### config.mk
export PLATFORM = sky130hd
export DESIGN_NAME = ooo_issue_queue
export DESIGN_NICKNAME = d
export VERILOG_FILES = /design/src/rtl/iq_pkg.sv /design/src/rtl/iq_entry_store.sv /design/src/rtl/iq_age_pick.sv /design/src/rtl/iq_ctrl.sv /design/src/rtl/ooo_issue_queue.sv
export SDC_FILE = /design/constraint.sdc
export NUM_CORES = 2
export LEC_CHECK = 0
export BUFFER_PORTS_ARGS = -buffer_cell sky130_fd_sc_hd__buf_2
export CAP_MARGIN = 20
export CORE_MARGIN = 2
export CORE_UTILIZATION = 45
export DETAILED_ROUTE_END_ITERATION = 8
export PLACE_DENSITY = 0.63
export RECOVER_POWER = 25
export SETUP_SLACK_MARGIN = 0.1
export SYNTH_ARGS = -nofsm -noshare
export SYNTH_HDL_FRONTEND = slang
export SYNTH_SLANG_ARGS = --single-unit
### constraint.sdc
create_clock -name clk -period 7.81 [get_ports clk]
set_input_delay 1.562 -clock clk [delete_from_list [all_inputs] [get_ports clk]]
set_output_delay 1.562 -clock clk [all_outputs]
set_load 0.05 [all_outputs]
### src/rtl/iq_pkg.sv
package iq_pkg;
  localparam int NUM_ENTRIES = 18;
  localparam int TAG_W       = 7;
  localparam int LAT_W       = 3;
  localparam int NUM_PIPES   = 2;
  localparam int INS_W       = 2;
  localparam int WAKE_W      = 2;
  localparam int NUM_SRC     = 2;
  localparam int BAL_W       = 4;
  localparam int IDX_W       = $clog2(NUM_ENTRIES);
  localparam int MAX_LAT     = (1 << LAT_W) - 1;

  typedef enum logic [1:0] {
    CLS_PIPE0  = 2'd0,
    CLS_PIPE1  = 2'd1,
    CLS_EITHER = 2'd2,
    CLS_ANY    = 2'd3
  } opClass_e;

  typedef struct packed {
    logic [INS_W-1:0]                wrEn;
    logic [INS_W-1:0][IDX_W-1:0]     wrIdx;
    logic [INS_W-1:0]                wrPipe;
    logic [NUM_PIPES-1:0]            issEn;
    logic [NUM_PIPES-1:0][IDX_W-1:0] issIdx;
  } iqStrobe_t;
endpackage

### src/rtl/iq_entry_store.sv
module iq_entry_store
  import iq_pkg::*;
(
  input  logic                                    clk,
  input  logic                                    rstN,
  input  iqStrobe_t                               strobe,
  input  logic [INS_W*NUM_SRC*TAG_W-1:0]          insSrcTag,
  input  logic [INS_W*NUM_SRC-1:0]                insSrcRdy,
  input  logic [INS_W*LAT_W-1:0]                  insLat,
  input  logic [INS_W*TAG_W-1:0]                  insDst,
  input  logic [WAKE_W-1:0]                       wakeValid,
  input  logic [WAKE_W*TAG_W-1:0]                 wakeTag,
  output logic [NUM_ENTRIES-1:0]                  entValid,
  output logic [NUM_ENTRIES-1:0]                  entRdy,
  output logic [NUM_ENTRIES-1:0]                  entPipe,
  output logic [NUM_ENTRIES-1:0][LAT_W-1:0]       entLat,
  output logic [NUM_ENTRIES-1:0][TAG_W-1:0]       entDst,
  output logic [NUM_ENTRIES-1:0][NUM_ENTRIES-1:0] ageYounger
);

  logic [NUM_ENTRIES-1:0]                           validQ;
  logic [NUM_ENTRIES-1:0][NUM_SRC-1:0]              srcRdyQ;
  logic [NUM_ENTRIES-1:0][NUM_SRC-1:0][TAG_W-1:0]   srcTagQ;
  logic [NUM_ENTRIES-1:0]                           pipeQ;
  logic [NUM_ENTRIES-1:0][LAT_W-1:0]                latQ;
  logic [NUM_ENTRIES-1:0][TAG_W-1:0]                dstQ;
  logic [NUM_ENTRIES-1:0][NUM_ENTRIES-1:0]          youngQ;
  logic [INS_W-1:0][NUM_ENTRIES-1:0]                priorMask;

  function automatic logic wakeHit(input logic [TAG_W-1:0] tag);
    logic hit;
    hit = 1'b0;
    for (int w = 0; w < WAKE_W; w++)
      if (wakeValid[w] && wakeTag[w*TAG_W +: TAG_W] == tag) hit = 1'b1;
    return hit;
  endfunction

  // Entries written earlier in the same edge count as older than later ports.
  always_comb begin
    for (int k = 0; k < INS_W; k++) begin
      priorMask[k] = '0;
      for (int m = 0; m < k; m++)
        if (strobe.wrEn[m]) priorMask[k] = priorMask[k] | (NUM_ENTRIES'(1) << strobe.wrIdx[m]);
    end
  end

  always_ff @(posedge clk or negedge rstN) begin
    if (!rstN) begin
      validQ  <= '0;
      srcRdyQ <= '0;
      srcTagQ <= '0;
      pipeQ   <= '0;
      latQ    <= '0;
      dstQ    <= '0;
      youngQ  <= '0;
    end else begin
      for (int i = 0; i < NUM_ENTRIES; i++)
        for (int s = 0; s < NUM_SRC; s++)
          if (validQ[i] && wakeHit(srcTagQ[i][s])) srcRdyQ[i][s] <= 1'b1;
      // Column clears first so that the row writes below take precedence.
      for (int k = 0; k < INS_W; k++)
        if (strobe.wrEn[k])
          for (int j = 0; j < NUM_ENTRIES; j++) youngQ[j][strobe.wrIdx[k]] <= 1'b0;
      for (int k = 0; k < INS_W; k++) begin
        if (strobe.wrEn[k]) begin
          validQ[strobe.wrIdx[k]] <= 1'b1;
          pipeQ[strobe.wrIdx[k]]  <= strobe.wrPipe[k];
          latQ[strobe.wrIdx[k]]   <= insLat[k*LAT_W +: LAT_W];
          dstQ[strobe.wrIdx[k]]   <= insDst[k*TAG_W +: TAG_W];
          youngQ[strobe.wrIdx[k]] <= validQ | priorMask[k];
          for (int s = 0; s < NUM_SRC; s++) begin
            srcTagQ[strobe.wrIdx[k]][s] <= insSrcTag[(k*NUM_SRC+s)*TAG_W +: TAG_W];
            srcRdyQ[strobe.wrIdx[k]][s] <= insSrcRdy[k*NUM_SRC+s] |
                                           wakeHit(insSrcTag[(k*NUM_SRC+s)*TAG_W +: TAG_W]);
          end
        end
      end
      for (int p = 0; p < NUM_PIPES; p++)
        if (strobe.issEn[p]) validQ[strobe.issIdx[p]] <= 1'b0;
    end
  end

  always_comb begin
    for (int i = 0; i < NUM_ENTRIES; i++) entRdy[i] = &srcRdyQ[i];
  end
  assign entValid   = validQ;
  assign entPipe    = pipeQ;
  assign entLat     = latQ;
  assign entDst     = dstQ;
  assign ageYounger = youngQ;

  // Any two live entries must be strictly ordered one way.
  logic ageBad;
  always_comb begin
    ageBad = 1'b0;
    for (int i = 0; i < NUM_ENTRIES; i++)
      for (int j = 0; j < NUM_ENTRIES; j++)
        if (i != j && validQ[i] && validQ[j] && youngQ[i][j] == youngQ[j][i]) ageBad = 1'b1;
  end

  p_age_total_r5: assert property (@(posedge clk) disable iff (!rstN) !ageBad);

  for (genvar k = 0; k < INS_W; k++) begin : g_wrChk
    p_write_free_r2: assert property (@(posedge clk) disable iff (!rstN)
      strobe.wrEn[k] |-> !validQ[strobe.wrIdx[k]]);
    p_lat_nonzero_r9: assert property (@(posedge clk) disable iff (!rstN)
      strobe.wrEn[k] |-> insLat[k*LAT_W +: LAT_W] != '0);
  end

  for (genvar p = 0; p < NUM_PIPES; p++) begin : g_issChk
    p_issue_legal_r4: assert property (@(posedge clk) disable iff (!rstN)
      strobe.issEn[p] |-> (validQ[strobe.issIdx[p]] && pipeQ[strobe.issIdx[p]] == 1'(p)));
    p_issue_ready_r7: assert property (@(posedge clk) disable iff (!rstN)
      strobe.issEn[p] |-> &srcRdyQ[strobe.issIdx[p]]);
  end

endmodule

### src/rtl/iq_age_pick.sv
module iq_age_pick
  import iq_pkg::*;
#(
  parameter  int N  = NUM_ENTRIES,
  localparam int IW = $clog2(N)
) (
  input  logic                clk,
  input  logic                rstN,
  input  logic [N-1:0]        cand,
  input  logic [N-1:0][N-1:0] younger,
  output logic                grantAny,
  output logic [IW-1:0]       grantIdx
);

  logic [N-1:0] win;

  // A candidate wins when no other candidate is older than it.
  for (genvar i = 0; i < N; i++) begin : g_win
    assign win[i] = cand[i] && !(|(younger[i] & cand));
  end

  always_comb begin
    grantIdx = '0;
    for (int i = 0; i < N; i++)
      if (win[i]) grantIdx = IW'(i);
  end
  assign grantAny = |win;

  p_one_winner_r4: assert property (@(posedge clk) disable iff (!rstN) $onehot0(win));
  p_winner_exists_r5: assert property (@(posedge clk) disable iff (!rstN)
    (cand != '0) |-> (win != '0));

endmodule

### src/rtl/iq_ctrl.sv
module iq_ctrl
  import iq_pkg::*;
(
  input  logic                                    clk,
  input  logic                                    rstN,
  input  logic [INS_W-1:0]                        insValid,
  input  logic [INS_W*2-1:0]                      insClass,
  input  logic [NUM_ENTRIES-1:0]                  entValid,
  input  logic [NUM_ENTRIES-1:0]                  entRdy,
  input  logic [NUM_ENTRIES-1:0]                  entPipe,
  input  logic [NUM_ENTRIES-1:0][LAT_W-1:0]       entLat,
  input  logic [NUM_ENTRIES-1:0][TAG_W-1:0]       entDst,
  input  logic [NUM_ENTRIES-1:0][NUM_ENTRIES-1:0] ageYounger,
  output iqStrobe_t                               strobe,
  output logic                                    stall,
  output logic [NUM_PIPES-1:0]                    issValid,
  output logic [NUM_PIPES*TAG_W-1:0]              issDst,
  output logic [NUM_PIPES-1:0]                    resBusValid
);

  logic [IDX_W-1:0]                    freeA, freeB;
  logic [$clog2(NUM_ENTRIES+1)-1:0]    freeCnt;
  logic [BAL_W-1:0]                    balQ, balN;
  logic [NUM_PIPES-1:0][MAX_LAT:0]     busyQ, busyN;
  logic [NUM_PIPES-1:0][NUM_ENTRIES-1:0] cand;
  logic [NUM_PIPES-1:0]                pickAny;
  logic [NUM_PIPES-1:0][IDX_W-1:0]     pickIdx;
  logic [NUM_PIPES-1:0][LAT_W-1:0]     pickLat;

  // Lowest two free slots.
  always_comb begin
    logic gotA, gotB;
    freeA = '0;
    freeB = '0;
    gotA  = 1'b0;
    gotB  = 1'b0;
    for (int i = 0; i < NUM_ENTRIES; i++) begin
      if (!entValid[i]) begin
        if (!gotA) begin
          freeA = IDX_W'(i);
          gotA  = 1'b1;
        end else if (!gotB) begin
          freeB = IDX_W'(i);
          gotB  = 1'b1;
        end
      end
    end
    freeCnt = $bits(freeCnt)'($countones(~entValid));
  end

  assign stall = freeCnt < 2;

  // Slot assignment and pipe binding, port 0 first.
  always_comb begin
    int used;
    logic [BAL_W-1:0] bal;
    used = 0;
    bal  = balQ;
    strobe.wrEn   = '0;
    strobe.wrIdx  = '0;
    strobe.wrPipe = '0;
    for (int k = 0; k < INS_W; k++) begin
      if (insValid[k] && !stall) begin
        strobe.wrEn[k]  = 1'b1;
        strobe.wrIdx[k] = (used == 0) ? freeA : freeB;
        used = used + 1;
        if (insClass[k*2+1]) begin
          if (!bal[BAL_W-1] && bal != '0) begin
            strobe.wrPipe[k] = 1'b1;
            bal = bal - 1'b1;
          end else begin
            strobe.wrPipe[k] = 1'b0;
            bal = bal + 1'b1;
          end
        end else begin
          strobe.wrPipe[k] = insClass[k*2];
        end
      end
    end
    balN = bal;
  end

  // Per-pipe selection with result-slot filtering.
  for (genvar p = 0; p < NUM_PIPES; p++) begin : g_pipe
    for (genvar i = 0; i < NUM_ENTRIES; i++) begin : g_cand
      assign cand[p][i] = entValid[i] && entRdy[i] && (entPipe[i] == 1'(p)) &&
                          !busyQ[p][entLat[i]];
    end

    iq_age_pick #(.N(NUM_ENTRIES)) u_pick (
      .clk      (clk),
      .rstN     (rstN),
      .cand     (cand[p]),
      .younger  (ageYounger),
      .grantAny (pickAny[p]),
      .grantIdx (pickIdx[p])
    );

    assign pickLat[p]                = entLat[pickIdx[p]];
    assign issValid[p]               = pickAny[p];
    assign issDst[p*TAG_W +: TAG_W]  = entDst[pickIdx[p]];
    assign resBusValid[p]            = busyQ[p][0];
    assign strobe.issEn[p]           = pickAny[p];
    assign strobe.issIdx[p]          = pickIdx[p];

    // Window bit j means the bus is booked j cycles from now.
    always_comb begin
      for (int j = 0; j < MAX_LAT; j++)
        busyN[p][j] = busyQ[p][j+1] | (pickAny[p] && pickLat[p] == LAT_W'(j+1));
      busyN[p][MAX_LAT] = 1'b0;
    end

    p_no_double_book_r9: assert property (@(posedge clk) disable iff (!rstN)
      pickAny[p] |-> !busyQ[p][pickLat[p]]);
    p_slot_booked_r9: assert property (@(posedge clk) disable iff (!rstN)
      (pickAny[p] && pickLat[p] > LAT_W'(1)) |=> busyQ[p][$past(pickLat[p]) - 1'b1]);
  end

  always_ff @(posedge clk or negedge rstN) begin
    if (!rstN) begin
      balQ  <= '0;
      busyQ <= '0;
    end else begin
      balQ  <= balN;
      busyQ <= busyN;
    end
  end

  p_stall_blocks_r3: assert property (@(posedge clk) disable iff (!rstN)
    stall |-> (strobe.wrEn == '0));
  p_balance_bounded_r6: assert property (@(posedge clk) disable iff (!rstN)
    (balQ == BAL_W'(0)) || (balQ == BAL_W'(1)));
  p_dual_distinct_r4: assert property (@(posedge clk) disable iff (!rstN)
    (pickAny == '1) |-> (pickIdx[0] != pickIdx[1]));

endmodule

### src/rtl/ooo_issue_queue.sv
module ooo_issue_queue
  import iq_pkg::*;
(
  input  logic                           clk,
  input  logic                           rstN,
  input  logic [INS_W-1:0]               insValid,
  input  logic [INS_W*2-1:0]             insClass,
  input  logic [INS_W*LAT_W-1:0]         insLat,
  input  logic [INS_W*TAG_W-1:0]         insDst,
  input  logic [INS_W*NUM_SRC*TAG_W-1:0] insSrcTag,
  input  logic [INS_W*NUM_SRC-1:0]       insSrcRdy,
  input  logic [WAKE_W-1:0]              wakeValid,
  input  logic [WAKE_W*TAG_W-1:0]        wakeTag,
  output logic                           stall,
  output logic [NUM_PIPES-1:0]           issValid,
  output logic [NUM_PIPES*TAG_W-1:0]     issDst,
  output logic [NUM_PIPES-1:0]           resBusValid
);

  iqStrobe_t                               strobe;
  logic [NUM_ENTRIES-1:0]                  entValid, entRdy, entPipe;
  logic [NUM_ENTRIES-1:0][LAT_W-1:0]       entLat;
  logic [NUM_ENTRIES-1:0][TAG_W-1:0]       entDst;
  logic [NUM_ENTRIES-1:0][NUM_ENTRIES-1:0] ageYounger;

  iq_entry_store u_store (
    .clk        (clk),
    .rstN       (rstN),
    .strobe     (strobe),
    .insSrcTag  (insSrcTag),
    .insSrcRdy  (insSrcRdy),
    .insLat     (insLat),
    .insDst     (insDst),
    .wakeValid  (wakeValid),
    .wakeTag    (wakeTag),
    .entValid   (entValid),
    .entRdy     (entRdy),
    .entPipe    (entPipe),
    .entLat     (entLat),
    .entDst     (entDst),
    .ageYounger (ageYounger)
  );

  iq_ctrl u_ctrl (
    .clk         (clk),
    .rstN        (rstN),
    .insValid    (insValid),
    .insClass    (insClass),
    .entValid    (entValid),
    .entRdy      (entRdy),
    .entPipe     (entPipe),
    .entLat      (entLat),
    .entDst      (entDst),
    .ageYounger  (ageYounger),
    .strobe      (strobe),
    .stall       (stall),
    .issValid    (issValid),
    .issDst      (issDst),
    .resBusValid (resBusValid)
  );

endmodule

==> results.md <==
* Non-filler cells, final at 8564
* Die footprint at 129000 um2
* First-pass GRT wire length at 435000 um
* Vias in the first global route at 55100
* CTS sink cnt at 846
* Netlist cell types at 103
* Syn Nets at 6903
* WL met3 at 41900 um
* Final Wtd Congestion at 1.08
* Synthesized cell area at 56600 um2
* Total number of vias at 59300
* Initial antenna violation count at 16
* Top Layer Used: met5
* First-pass iteration count of the detailed router at 9
* CP Max Fanout at 20
* Fill count at 11800
* Final wirelength at 314000 um
* Share of cells above drive strength 1 at 0.145
* Post-synthesis average cell area at 8.34 um2
* Final Core Density at 0.519
* Main flop type after synthesis: dfrtp_1
* Met1 wire length at 115000 um
* Htree depth at 3
* Unrepaired setup endpoints after global routing: true
* P&R area growth vs syn at 14.7%
* Setup violators final at 0
* Yosys top cell area share at 0.374
* Clk buf depth at 3
* Clk slew on worst S/H paths at 0.07 ns
* Slew @ Worst Pin at 5.89 ns
* Slew Limit Fails at 89
* EDFF count, synth at 0
* Via/cell ratio at 6.92
* Tmin final at 7.79 ns
* Worst hold margin at 0.504 ns
* Maxcap violations at 1
* Total gr overflow at 0
* Slew HR at -2.92
* Gr usage total at 0.479
* Placed cells at 8362
* Fmax at 128 MHz
* Core Rows at 130
* Synth cell count leaders: nand2_1 (953), dfrtp_1 (846), nor2_1 (602)
* CTS tree: done
* Crit. End Element: output port
* Final worst-path cycle share at 0.997
* Status: complete, but fails checks
* Clock Skew at 0.0629 ns
* Final Hold Violating Endpoints at 0
* IO Count at 95
* Residual DRC count at 39
* Core area at 125000 um2
* Worst path required time at 6.25 ns
* Largest net degree at the start of global routing at 184
* Dominant cells by area after synthesis: dfrtp_1 (37%), nand2_1 (6.3%), mux2i_1 (6.3%), xnor2_1 (5.2%), o21ai_0 (4.4%)
* Yosys Warn Count at 0
* Layout Nets at 6938
* WL/cell at 36.6 um
* Latest clock arrival within the worst-skew pair at 0.79 ns
* #FFs+latches synth at 846
* Final ANT Viol Nets at 0
* Hpwl dp at 218000 um
* Violated checks: DRC, capacitance limit, slew limit
* Initial DRC count at 9939
* Die W at 359 um
* CTS Buf Count at 102
* Async SR Flop Fraction at 1.00
* Worst EP arrival at 6.23 ns
* Initial Utilization at 0.452
* Worst setup SP type: register
* Crit path kind: register to output port
* Count leader, synth: nand2_1
* Sequential-to-total area share from yosys stat at 0.374
* Gate Count Post-Synth at 6792
* Synth area leader: dfrtp_1
* Clk root buf: clkbuf_16
* Met2 routed WL at 129000 um
* Port Buffers at 94
* Worst min path class: register to register
* DIE HEIGHT at 359 um
## area by class of cell
class / count / area [um2] / area share
timing repair buffer: 581 / 4790 / 0.0736
sequential: 846 / 21200 / 0.326
clock buffer: 142 / 2920 / 0.0450
tap: 1650 / 2060 / 0.0318
multi-input combinational: 5196 / 33000 / 0.508
clock inverter: 46 / 608 / 0.00936
inverter: 100 / 375 / 0.00578
antenna: 3 / 7.51 / 0.000116
## metal layers
| metal | vias up | GRT usage |
|---|---|---|
| met5 | - | 0 |
| met4 | 22 | 0.335 |
| met3 | 1232 | 0.151 |
| met2 | 4703 | 0.688 |
| met1 | 29000 | 0.610 |
| li1 | 24400 | - |
## metrics by stage
stage / worst slack, ns / TNS, ns / area [um2]
finish: 0.0230 / 0 / 65000
global route: 0.0868 / 0 / 65000
CTS: 0.0351 / 0 / 64800
detailed placement: 0.258 / 0 / 61100
global placement: -0.0775 / -0.0775 / 61100
floorplan: 0.673 / 0 / 56600
## registers in the layout, summed over array words and instances (netlist names)
name / flops
u_store.entValid: 18
u_store.entDst: 126
u_store.srcTagQ: 252
u_ctrl.resBusValid: 2
u_store.srcRdyQ: 36
u_store.entPipe: 18
u_ctrl.balQ: 4
u_store.entLat: 54
u_store.ageYounger: 324
u_ctrl.busyQ: 12
## worst max-delay path, stage by stage (launching register included)
cell	delay, ns
dfrtp_1	0.35
buf_4	0.27
nand3_1	0.35
a31o_2	0.35
nor3_2	0.85
buf_4	0.35
a22oi_1	0.11
and3_1	0.22
nand3_1	0.31
buf_4	0.25
o21ai_0	0.13
nor2b_1	0.18
a211oi_4	0.24
buf_12	0.23
mux2i_1	0.27
mux2i_1	0.11
mux2_2	0.31
o21ai_0	0.22
buf_2	0.32
## repair_timing
action / CTS / global route
gates resized for setup: 43 / 39
cloned: 0 / 1
buffers inserted: 4 / 6
setup endpoints to repair: 14 / 16
pin swaps: 5 / 4
hold buffers: 0 / 0
## path summary, 6_finish.rpt
path,startpoint,depth (start not counted),to,slack [ns]
worst max-delay path,u_store.entValid[3],18,issDst[7],0.02
worst min-delay path,u_store.ageYounger[275],2,u_store.ageYounger[275],0.50
worst max register to register,u_store.entValid[12],25,u_store.ageYounger[26],0.35
worst min register to register,u_store.ageYounger[275],2,u_store.ageYounger[275],0.50
max in group asynchronous,rstN,3,u_store.srcTagQ[54],1.10
min in group asynchronous,rstN,1,u_store.ageYounger[246],2.94
## cell families (layout without fill, tap and decap cells)
group	Yosys count	after routing	synth area share
AO/OA/AOI/OAI	1761	1762	0.199
multiplexers	451	451	0.0837
AND/OR/NAND/NOR	2375	2375	0.191
flip-flops	846	846	0.374
XOR/XNOR	569	569	0.0880
buffers and inverters	751	869	0.0541
adder cells (fa/ha/maj)	39	39	0.0103
other	0	3	0
## cells in the final DEF (no fill, tap or decap), types with 18 or more instances in the layout
master / n
clkbuf_1: 19
a311oi_1: 30
xnor2_1: 339
nor2b_1: 46
clkbuf_8: 22
buf_4: 434
nor3_1: 63
o22ai_1: 26
nor2_1: 577
o21ai_0: 501
a21o_1: 22
ha_1: 21
dfrtp_1: 825
clkbuf_16: 102
nor4_1: 57
buf_2: 90
a22oi_1: 162
a211oi_1: 47
nand3_1: 215
nand2_1: 936
nand4_1: 175
buf_12: 51
a221oi_1: 36
mux2_2: 78
a222oi_1: 57
clkinv_2: 19
a22o_1: 51
and2_1: 30
and4_1: 18
and3_1: 78
o211ai_1: 72
mux2i_1: 353
xor2_1: 230
a31oi_1: 147
inv_1: 98
nand2b_1: 25
a21oi_1: 396
Power is not shown: default switching activity piles up to over one toggle a cycle in this logic, so the estimate is an artifact.
